### config.mk
export PLATFORM = sky130hd
export DESIGN_NAME = btb_fetch_ctl
export DESIGN_NICKNAME = d
export VERILOG_FILES = /design/src/rtl/btb_pkg.sv /design/src/rtl/btb_store.sv /design/src/rtl/btb_redirect.sv /design/src/rtl/btb_fetch_ctl.sv
export SDC_FILE = /design/constraint.sdc
export NUM_CORES = 2
export LEC_CHECK = 0
export CAP_MARGIN = 10
export CORE_MARGIN = 2
export CORE_UTILIZATION = 45
export CTS_CLUSTER_SIZE = 8
export DETAILED_ROUTE_END_ITERATION = 8
export GPL_TIMING_DRIVEN = 0
export PLACE_DENSITY_LB_ADDON = 0.12
export SLEW_MARGIN = 20
export SYNTH_ARGS = -nofsm -noshare
export SYNTH_HDL_FRONTEND = slang
export SYNTH_SLANG_ARGS = --single-unit
### constraint.sdc
create_clock -name clk -period 4.37 [get_ports clk]
set_input_delay 0.874 -clock clk [delete_from_list [all_inputs] [get_ports clk]]
set_output_delay 0.874 -clock clk [all_outputs]
set_load 0.005 [all_outputs]
### src/rtl/btb_pkg.sv
package btb_pkg;
    typedef enum logic [1:0] {
        ACT_NONE  = 2'd0,
        ACT_ENTER = 2'd1,
        ACT_DROP  = 2'd2
    } btb_act_e;
endpackage

### src/rtl/btb_store.sv
module btb_store
    import btb_pkg::*;
#(
    parameter int unsigned ADDR_W  = 32,
    parameter int unsigned ENTRIES = 8
) (
    input  logic              clk,
    input  logic              rst_n,
    input  logic [ADDR_W-1:0] lk_pc,
    output logic              lk_hit,
    output logic [ADDR_W-1:0] lk_target,
    input  btb_act_e          act,
    input  logic [ADDR_W-1:0] up_pc,
    input  logic [ADDR_W-1:0] up_target
);
    localparam int unsigned IDX_W = (ENTRIES > 1) ? $clog2(ENTRIES) : 1;
    localparam logic [IDX_W-1:0] LAST_IDX = IDX_W'(ENTRIES - 1);

    typedef struct packed {
        logic [ENTRIES-1:0]             valid;
        logic [ENTRIES-1:0][ADDR_W-1:0] tag;
        logic [ENTRIES-1:0][ADDR_W-1:0] tgt;
        logic [IDX_W-1:0]               rr;
    } store_t;

    store_t s_d, s_q;
    logic [ENTRIES-1:0] lk_vec, up_vec;
    logic [IDX_W-1:0]   free_idx, match_idx;
    logic               have_free;

    for (genvar g = 0; g < ENTRIES; g++) begin : g_cmp
        assign lk_vec[g] = s_q.valid[g] && (s_q.tag[g] == lk_pc);
        assign up_vec[g] = s_q.valid[g] && (s_q.tag[g] == up_pc);
    end

    always_comb begin
        lk_target = '0;
        for (int i = 0; i < ENTRIES; i++) begin
            if (lk_vec[i]) lk_target = lk_target | s_q.tgt[i];
        end
    end
    assign lk_hit = |lk_vec;

    always_comb begin
        have_free = 1'b0;
        free_idx  = '0;
        match_idx = '0;
        for (int i = ENTRIES - 1; i >= 0; i--) begin
            if (!s_q.valid[i]) begin
                have_free = 1'b1;
                free_idx  = IDX_W'(i);
            end
            if (up_vec[i]) match_idx = IDX_W'(i);
        end
    end

    always_comb begin
        s_d = s_q;
        case (act)
            ACT_ENTER: begin
                if (|up_vec) begin
                    s_d.tgt[match_idx] = up_target;
                end else if (have_free) begin
                    s_d.valid[free_idx] = 1'b1;
                    s_d.tag[free_idx]   = up_pc;
                    s_d.tgt[free_idx]   = up_target;
                end else begin
                    s_d.tag[s_q.rr] = up_pc;
                    s_d.tgt[s_q.rr] = up_target;
                    s_d.rr          = (s_q.rr == LAST_IDX) ? '0 : s_q.rr + 1'b1;
                end
            end
            ACT_DROP: s_d.valid = s_q.valid & ~up_vec;
            default:  ;
        endcase
    end

    always_ff @(posedge clk) begin
        if (!rst_n) s_q <= '0;
        else        s_q <= s_d;
    end


    single_match_chk: assert property (@(posedge clk) disable iff (!rst_n)
        $onehot0(lk_vec) && $onehot0(up_vec));


    enter_seen_next_chk: assert property (@(posedge clk) disable iff (!rst_n)
        (act == ACT_ENTER) |=>
            (lk_pc != $past(up_pc)) || (lk_hit && lk_target == $past(up_target)));


    drop_seen_next_chk: assert property (@(posedge clk) disable iff (!rst_n)
        (act == ACT_DROP) |=> (lk_pc != $past(up_pc)) || !lk_hit);
endmodule

### src/rtl/btb_redirect.sv
module btb_redirect #(
    parameter int unsigned ADDR_W  = 32,
    parameter int unsigned PENALTY = 2
) (
    input  logic              clk,
    input  logic              rst_n,
    input  logic              ev,
    input  logic [ADDR_W-1:0] ev_pc,
    output logic              redirect,
    output logic [ADDR_W-1:0] redirect_pc,
    output logic              stall
);
    localparam int unsigned CNT_W = $clog2(PENALTY + 1);

    typedef struct packed {
        logic              redir;
        logic [ADDR_W-1:0] pc;
        logic [CNT_W-1:0]  cnt;
    } redir_t;

    redir_t s_d, s_q;

    always_comb begin
        s_d       = s_q;
        s_d.redir = ev;
        if (ev) begin
            s_d.pc  = ev_pc;
            s_d.cnt = CNT_W'(PENALTY);
        end else if (s_q.cnt != '0) begin
            s_d.cnt = s_q.cnt - 1'b1;
        end
    end

    always_ff @(posedge clk) begin
        if (!rst_n) s_q <= '0;
        else        s_q <= s_d;
    end

    assign redirect    = s_q.redir;
    assign redirect_pc = s_q.pc;
    assign stall       = (s_q.cnt != '0);

    logic [CNT_W:0] run_q;
    always_ff @(posedge clk) begin
        if (!rst_n)        run_q <= '0;
        else if (redirect) run_q <= (CNT_W+1)'(1);
        else if (stall)    run_q <= run_q + 1'b1;
        else               run_q <= '0;
    end


    redirect_stalls_chk: assert property (@(posedge clk) disable iff (!rst_n)
        redirect |-> stall);


    stall_not_long_chk: assert property (@(posedge clk) disable iff (!rst_n)
        (stall && !redirect) |-> (run_q < (CNT_W+1)'(PENALTY)));


    stall_full_len_chk: assert property (@(posedge clk) disable iff (!rst_n)
        $fell(stall) |-> (run_q == (CNT_W+1)'(PENALTY)));
endmodule

### src/rtl/btb_fetch_ctl.sv
module btb_fetch_ctl
    import btb_pkg::*;
#(
    parameter int unsigned ADDR_W     = 32,
    parameter int unsigned ENTRIES    = 8,
    parameter int unsigned PENALTY    = 2,
    parameter int unsigned INSN_BYTES = 4
) (
    input  logic              clk,
    input  logic              rst_n,
    input  logic [ADDR_W-1:0] fetch_pc,
    output logic              pred_hit,
    output logic [ADDR_W-1:0] pred_next_pc,
    input  logic              res_valid,
    input  logic [ADDR_W-1:0] res_pc,
    input  logic              res_hit,
    input  logic [ADDR_W-1:0] res_pred_pc,
    input  logic              res_taken,
    input  logic [ADDR_W-1:0] res_target,
    output logic              redirect,
    output logic [ADDR_W-1:0] redirect_pc,
    output logic              stall
);
    localparam logic [ADDR_W-1:0] STEP = ADDR_W'(INSN_BYTES);

    logic [ADDR_W-1:0] lk_target, actual_pc;
    logic              lk_hit, ev;
    btb_act_e          act;

    always_comb begin
        actual_pc = res_taken ? res_target : (res_pc + STEP);
        act       = ACT_NONE;
        if (res_valid) begin
            if (!res_hit && res_taken)              act = ACT_ENTER;
            else if (res_hit && actual_pc != res_pred_pc) act = ACT_DROP;
        end
    end
    assign ev = (act != ACT_NONE);

    btb_store #(.ADDR_W(ADDR_W), .ENTRIES(ENTRIES)) u_store (
        .clk       (clk),
        .rst_n     (rst_n),
        .lk_pc     (fetch_pc),
        .lk_hit    (lk_hit),
        .lk_target (lk_target),
        .act       (act),
        .up_pc     (res_pc),
        .up_target (res_target)
    );

    btb_redirect #(.ADDR_W(ADDR_W), .PENALTY(PENALTY)) u_redir (
        .clk         (clk),
        .rst_n       (rst_n),
        .ev          (ev),
        .ev_pc       (actual_pc),
        .redirect    (redirect),
        .redirect_pc (redirect_pc),
        .stall       (stall)
    );

    assign pred_hit     = lk_hit;
    assign pred_next_pc = lk_hit ? lk_target : (fetch_pc + STEP);


    nt_miss_quiet_chk: assert property (@(posedge clk) disable iff (!rst_n)
        (res_valid && !res_hit && !res_taken) |=> !redirect);


    good_hit_quiet_chk: assert property (@(posedge clk) disable iff (!rst_n)
        (res_valid && res_hit && (res_taken ? res_target : res_pc + STEP) == res_pred_pc)
            |=> !redirect);
endmodule

# Yosys cells after proc, flatten, opt, wreduce, memory -nomap -nowiden
# Index checks and enable logic that the tools add are counted.
op_classes:
  n_addsub: 4
  n_lt_le_gt_ge: 6
  eq_ne: 22
  muxes: 58
  bitwise_logic: 13
  n_reduce_logical: 32
ops:
  columns: ["operator", "count"]
  rows:
  - ["$bwmux 256", 5]
  - ["$eq 32x32->1", 16]
  - ["$mux 512", 1]
  - ["$mux 32", 13]
  - ["$demux 32 s3", 3]
  - ["$mux 264", 1]
  - ["$mux 256", 1]
  - ["$or 32x32->32", 7]
  - ["$add 32x3->32 const B", 2]
  - ["$mux 3", 17]
  - ["$ne 32x32->1", 1]
  - ["$logic_and 1x1->1", 21]
  - ["$pmux 8 s2", 1]
  - ["$reduce_or 8->1", 2]
  - ["$lt 3x4->1 const B", 3]
  - ["$mux 2", 5]
  - ["$ge 3x1->1 const B", 3]
  - ["$mux 1", 9]
  - ["$and 8x8->8", 1]
  - ["$mux 8", 1]
  - ["$not 8->8", 1]
  - ["$or 8x8->8", 1]
  - ["$reduce_bool 2->1", 4]
  - ["$reduce_and 3->1", 2]
  - ["other kinds (12)", 14]
word_totals:
  regBits: 558
  inputBits: 133
  output_inout_bits: 67
  wordCells: 157

# Depth between registers and ports, before layout
logic_depth:
  ltp_word: 18
  mapped_depth: 14
  depth_no_buf: 10

# Cells and area by module
# A second synthesis with hierarchy kept.
hier_totals:
  cells_unflattened: 3407
  area_unflattened_um2: 31486.4
by_module_without_submodules:
  columns: ["mod", "instances", "cells_each", "area_per_inst_um2", "seq_area_each_um2"]
  rows:
  - ["btb_store", 1, 2782, 26819.5, 10470.0]
  - ["btb_fetch_ctl", 1, 482, 3086.7, 0.0]
  - ["btb_redirect", 1, 143, 1580.3, 700.7]

# Worst setup path before layout
# OpenSTA, ideal clock, no wires.
synth_path:
  path_type: "input-to-output"
  from: "input port fetch_pc[23]"
  to: "output port pred_next_pc[19]"
  t_arrival_ns: 3.550
  required_ns: 3.496
  setup_slack_ns: -0.054
  cell_stages: 10
  path_buffers: 2
  path_cell_list: "buf_2 > xor2_1 > nor4_1 > nand4_1 > or4b_2 > nor4_1 > or4_1 > nor2_1 > clkbuf_1 > mux2_2"
synth_via:
  elab_chain_len: 18
  word_cells_on_any_way: 33
  classes_between: "eq/ne (8); mux (9); bitwise (7); reduce/logical (9)"
synth_rtl:
  columns: ["element", "line_no", "source"]
  rows:
  - ["from (decl)", "btb_fetch_ctl.sv:11", "input logic [ADDR_W-1:0] fetch_pc,"]
  - ["$eq 32x32->1", "btb_store.sv:32", "assign lk_vec[g] = s_q.valid[g] && (s_q.tag[g] == lk_pc);"]
  - ["$logic_and 1x1->1", "btb_store.sv:32", null]
  - ["$mux 32", "btb_store.sv:39", "if (lk_vec[i]) lk_target = lk_target | s_q.tgt[i];"]
  - ["$or 32x32->32", "btb_store.sv:39", null]
  - ["$mux 32", "btb_store.sv:39", null]
  - ["$or 32x32->32", "btb_store.sv:39", null]
  - ["$mux 32", "btb_store.sv:39", null]
  - ["$or 32x32->32", "btb_store.sv:39", null]
  - ["[2 not listed]", null, null]
  - ["$mux 32", "btb_store.sv:39", null]
  - ["$or 32x32->32", "btb_store.sv:39", null]
  - ["$mux 32", "btb_store.sv:39", null]
  - ["$or 32x32->32", "btb_store.sv:39", null]
  - ["$mux 32", "btb_store.sv:39", null]
  - ["$or 32x32->32", "btb_store.sv:39", null]
  - ["$mux 32", "btb_store.sv:39", null]
  - ["$mux 32 (*)", "btb_fetch_ctl.sv:62", "assign pred_next_pc = lk_hit ? lk_target : (fetch_pc + STEP);"]
  - ["to (decl)", "btb_fetch_ctl.sv:13", "output logic [ADDR_W-1:0] pred_next_pc,"]
# Every way passes the cells marked *; elsewhere a longest branch is shown, timed or not.

# Worst setup path in the final report
layout_path:
  from: "input port fetch_pc[12]"
  to: "output port pred_next_pc[10]"
# Same word-level chain as after synthesis.

==> out/metrics.csv <==
metric;value;unit
path_cells;buf_6 -> buf_12 -> buf_6 -> buf_12 -> xnor2_1 -> nand4_1 -> nor4_4 -> and4_4 -> buf_6 -> or4_4 -> nor2_4 -> buf_12 -> clkbuf_16 -> buf_8 -> mux2i_4 -> buf_2;
swShare;0.291;
clkLatencyLatePin;0.65;ns
place_area;0.0349;mm^2
grt_max_degree;12;
ant_nets;0;
core-area;0.0699;mm^2
die_h;269;um
tritoncts;built;
die_x;269;um
h-tree-depth;3;
fin_crit;4.50;ns
first_iter_violations;5493;
grt_pass1_vias;30700;
violations;setup timing;
cp_slowest_cell;or4_4;
grt_overflow_total;0;
gp_congestion;1.02;
final_max_slew_viol_count;0;
grt.total_usage;0.466;
clock_sinks;558;
final_common_cell;dfxtp_1;
async_reset_ff_frac;0;
synth_edf_count;0;
maxCapViolCount;0;
p_sw;3.78;mW
final_cell_mix;dfxtp_1 (551), nand2_1 (398), mux2i_1 (378);
pwr-share-seq;0.399;
crit_type;in -> out;
setup_ws;-0.127;ns
hp-class;reg -> reg;
nFillCells;6464;
syn_area;0.0317;mm^2
dieArea;0.0726;mm^2
ys_ff_latch;558;
power_density;320;mW/mm^2
final_layout_size_suffix_gt1_frac;0.170;
drt_wl_total;176;mm
intPower;9.21;mW
cp-start-kind;input pin;
drc;0;
synth_warnings;0;
clockBufferDepth;3;
antenna_found_initial;7;
ir_worst_vdd;271;uV
setup_viol;48;
avgRoutedWirePerCell;34.9;um
period_share;1.03;
power.share.combinational;0.155;
vias;33300;
start_util;0.454;
io_buffers;171;
clkTransAtPathRegs;0.05;ns
vias_per_cell;6.60;
path_max_fanout;6;
multi_input_area;0.0199;mm^2
hold_violations;0;
finalSetupTns;-2.01;ns
nNetsFinal;4222;
ys.flop_type;dfxtp_1;
max_slew.worst_pin.slew;1.26;ns
synthCells;3673;
rows;97;
syn2layout_area_growth;28.0;%
synth-seq-area-share;0.352;
syn_avg_cell_area;8.63;um^2
cp_num_buf_inv;9;
critPathMaxStageDelay;0.52;ns
rsz0062_at_grt;true;
layout.cell_area.non_filler;0.0406;mm^2
worstPathRequired;3.50;ns
grt_pass1_wl;239;mm
max_freq;222;MHz
end_kind;output port;
syn_nets;3810;
cts-buffers-inserted;81;
synth_area_leader_cell;dfxtp_1;
clock_power_share;0.446;
skew;0.0307;ns
synth_area_leaders;dfxtp_1 (35%), mux2i_1 (12%), xor2_1 (8.6%);
cp.arrival;3.62;ns
root_buffer;clkbuf_16;
max_slew_margin;0.159;
hold_buffers;0;
synth_top_area_frac;0.352;
ys_types;88;
hpwl;121;mm
io_pins;200;
status;complete, but fails checks;
power_leakage;15.5;nW
dr.pass1.iters;8;
cp_top_family;buffers and inverters;
reg2reg_slack;0.23;ns
seq_area;0.0112;mm^2
==> routing by layer <==
layer  GRT usage  routed length, um  vias up
met4       0.284              12600        4
li1            -                  -    13700
met1       0.622              69300    16200
met2       0.631              68200     2801
met3       0.171              25800      613
met5           0                 18        -
==> path summary, 6_finish.rpt <==
check                                 startpoint          endpoint  depth (start not counted)
worst min-delay path              u_redir.s_q[0]    u_redir.s_q[0]                          1
worst min register to register    u_redir.s_q[0]    u_redir.s_q[0]                          1
worst max-delay path                fetch_pc[12]  pred_next_pc[10]                         16
worst max register to register  u_store.s_q[517]  u_store.s_q[184]                         10
==> cell families after synthesis <==
family          after synthesis  share of synthesized area
simple gates               1289                      0.196
mux                         404                      0.128
compound gates              455                     0.0999
xor+xnor                    608                      0.169
flops                       558                      0.352
fa+ha+maj                     4                    0.00158
buf+inv                     355                     0.0525
==> cells in the mapped netlist (32+ instances only) <==
library cell and number:
a21oi_1 85, a221oi_1 44, a22o_1 42, a22oi_1 47, buf_1 34, buf_2 98, buf_4 44, clkbuf_1 151
dfxtp_1 558, mux2i_1 380, nand2_1 400, nand3_1 232, nand4_1 105, nor2_1 280, nor4_1 118, o211ai_1 32
o21ai_0 102, xnor2_1 295, xor2_1 311
==> power groups by stage <==
stage | clock network (mW) | logic [mW] | registers (mW)
2_1_floorplan | 0 | 0.818 | 5.27
3_3_place_gp | 0 | 1.70 | 5.28
4_1_cts | 5.77 | 1.84 | 5.18
5_1_grt | 5.95 | 2.00 | 5.18
3_5_place_dp | 0 | 1.69 | 5.28
6_report | 5.80 | 2.01 | 5.18
==> through the flow <==
| step | worst slack, ns | hold slack, ns | utilization | std cells | total power, mW |
|---|---|---|---|---|---|
| floorplan | 0.00497 | 0.411 | - | 3673 | 6.09 |
| global placement | -5.02 | 0.432 | 0.495 | 4784 | 6.98 |
| detailed placement | -3.14 | 0.430 | 0.499 | 4806 | 6.98 |
| CTS | -0.131 | 0.444 | 0.569 | 5016 | 12.8 |
| global route | -0.148 | 0.463 | 0.580 | 5040 | 13.1 |
| finish | -0.127 | 0.451 | 0.580 | 5045 | 13.0 |
==> state kept, by name (all words and copies together) (netlist names) <==
name and cells:
u_redir.redirect 1, u_redir.redirect_pc 32, u_redir.s_q 2, u_store.s_q 523
==> layout make-up <==
class                           count  area share
Buffer                            326      0.0640
Inverter                           22     0.00213
Clock buffer                       90      0.0513
Multi-Input combinational cell   2760       0.490
Sequential cell                   558       0.276
Tap cell                          940      0.0290
Antenna cell                        5    0.000308
Clock inverter                      8     0.00296
Timing Repair Buffer              336      0.0851
==> what timing repair did <==
action                     CTS  global route
buffers inserted           113            26
gates resized for setup    611           149
setup endpoints to repair  590           335
pin swaps                   69            53
cloned                       4             2
(Power assumes the default switching activity.)
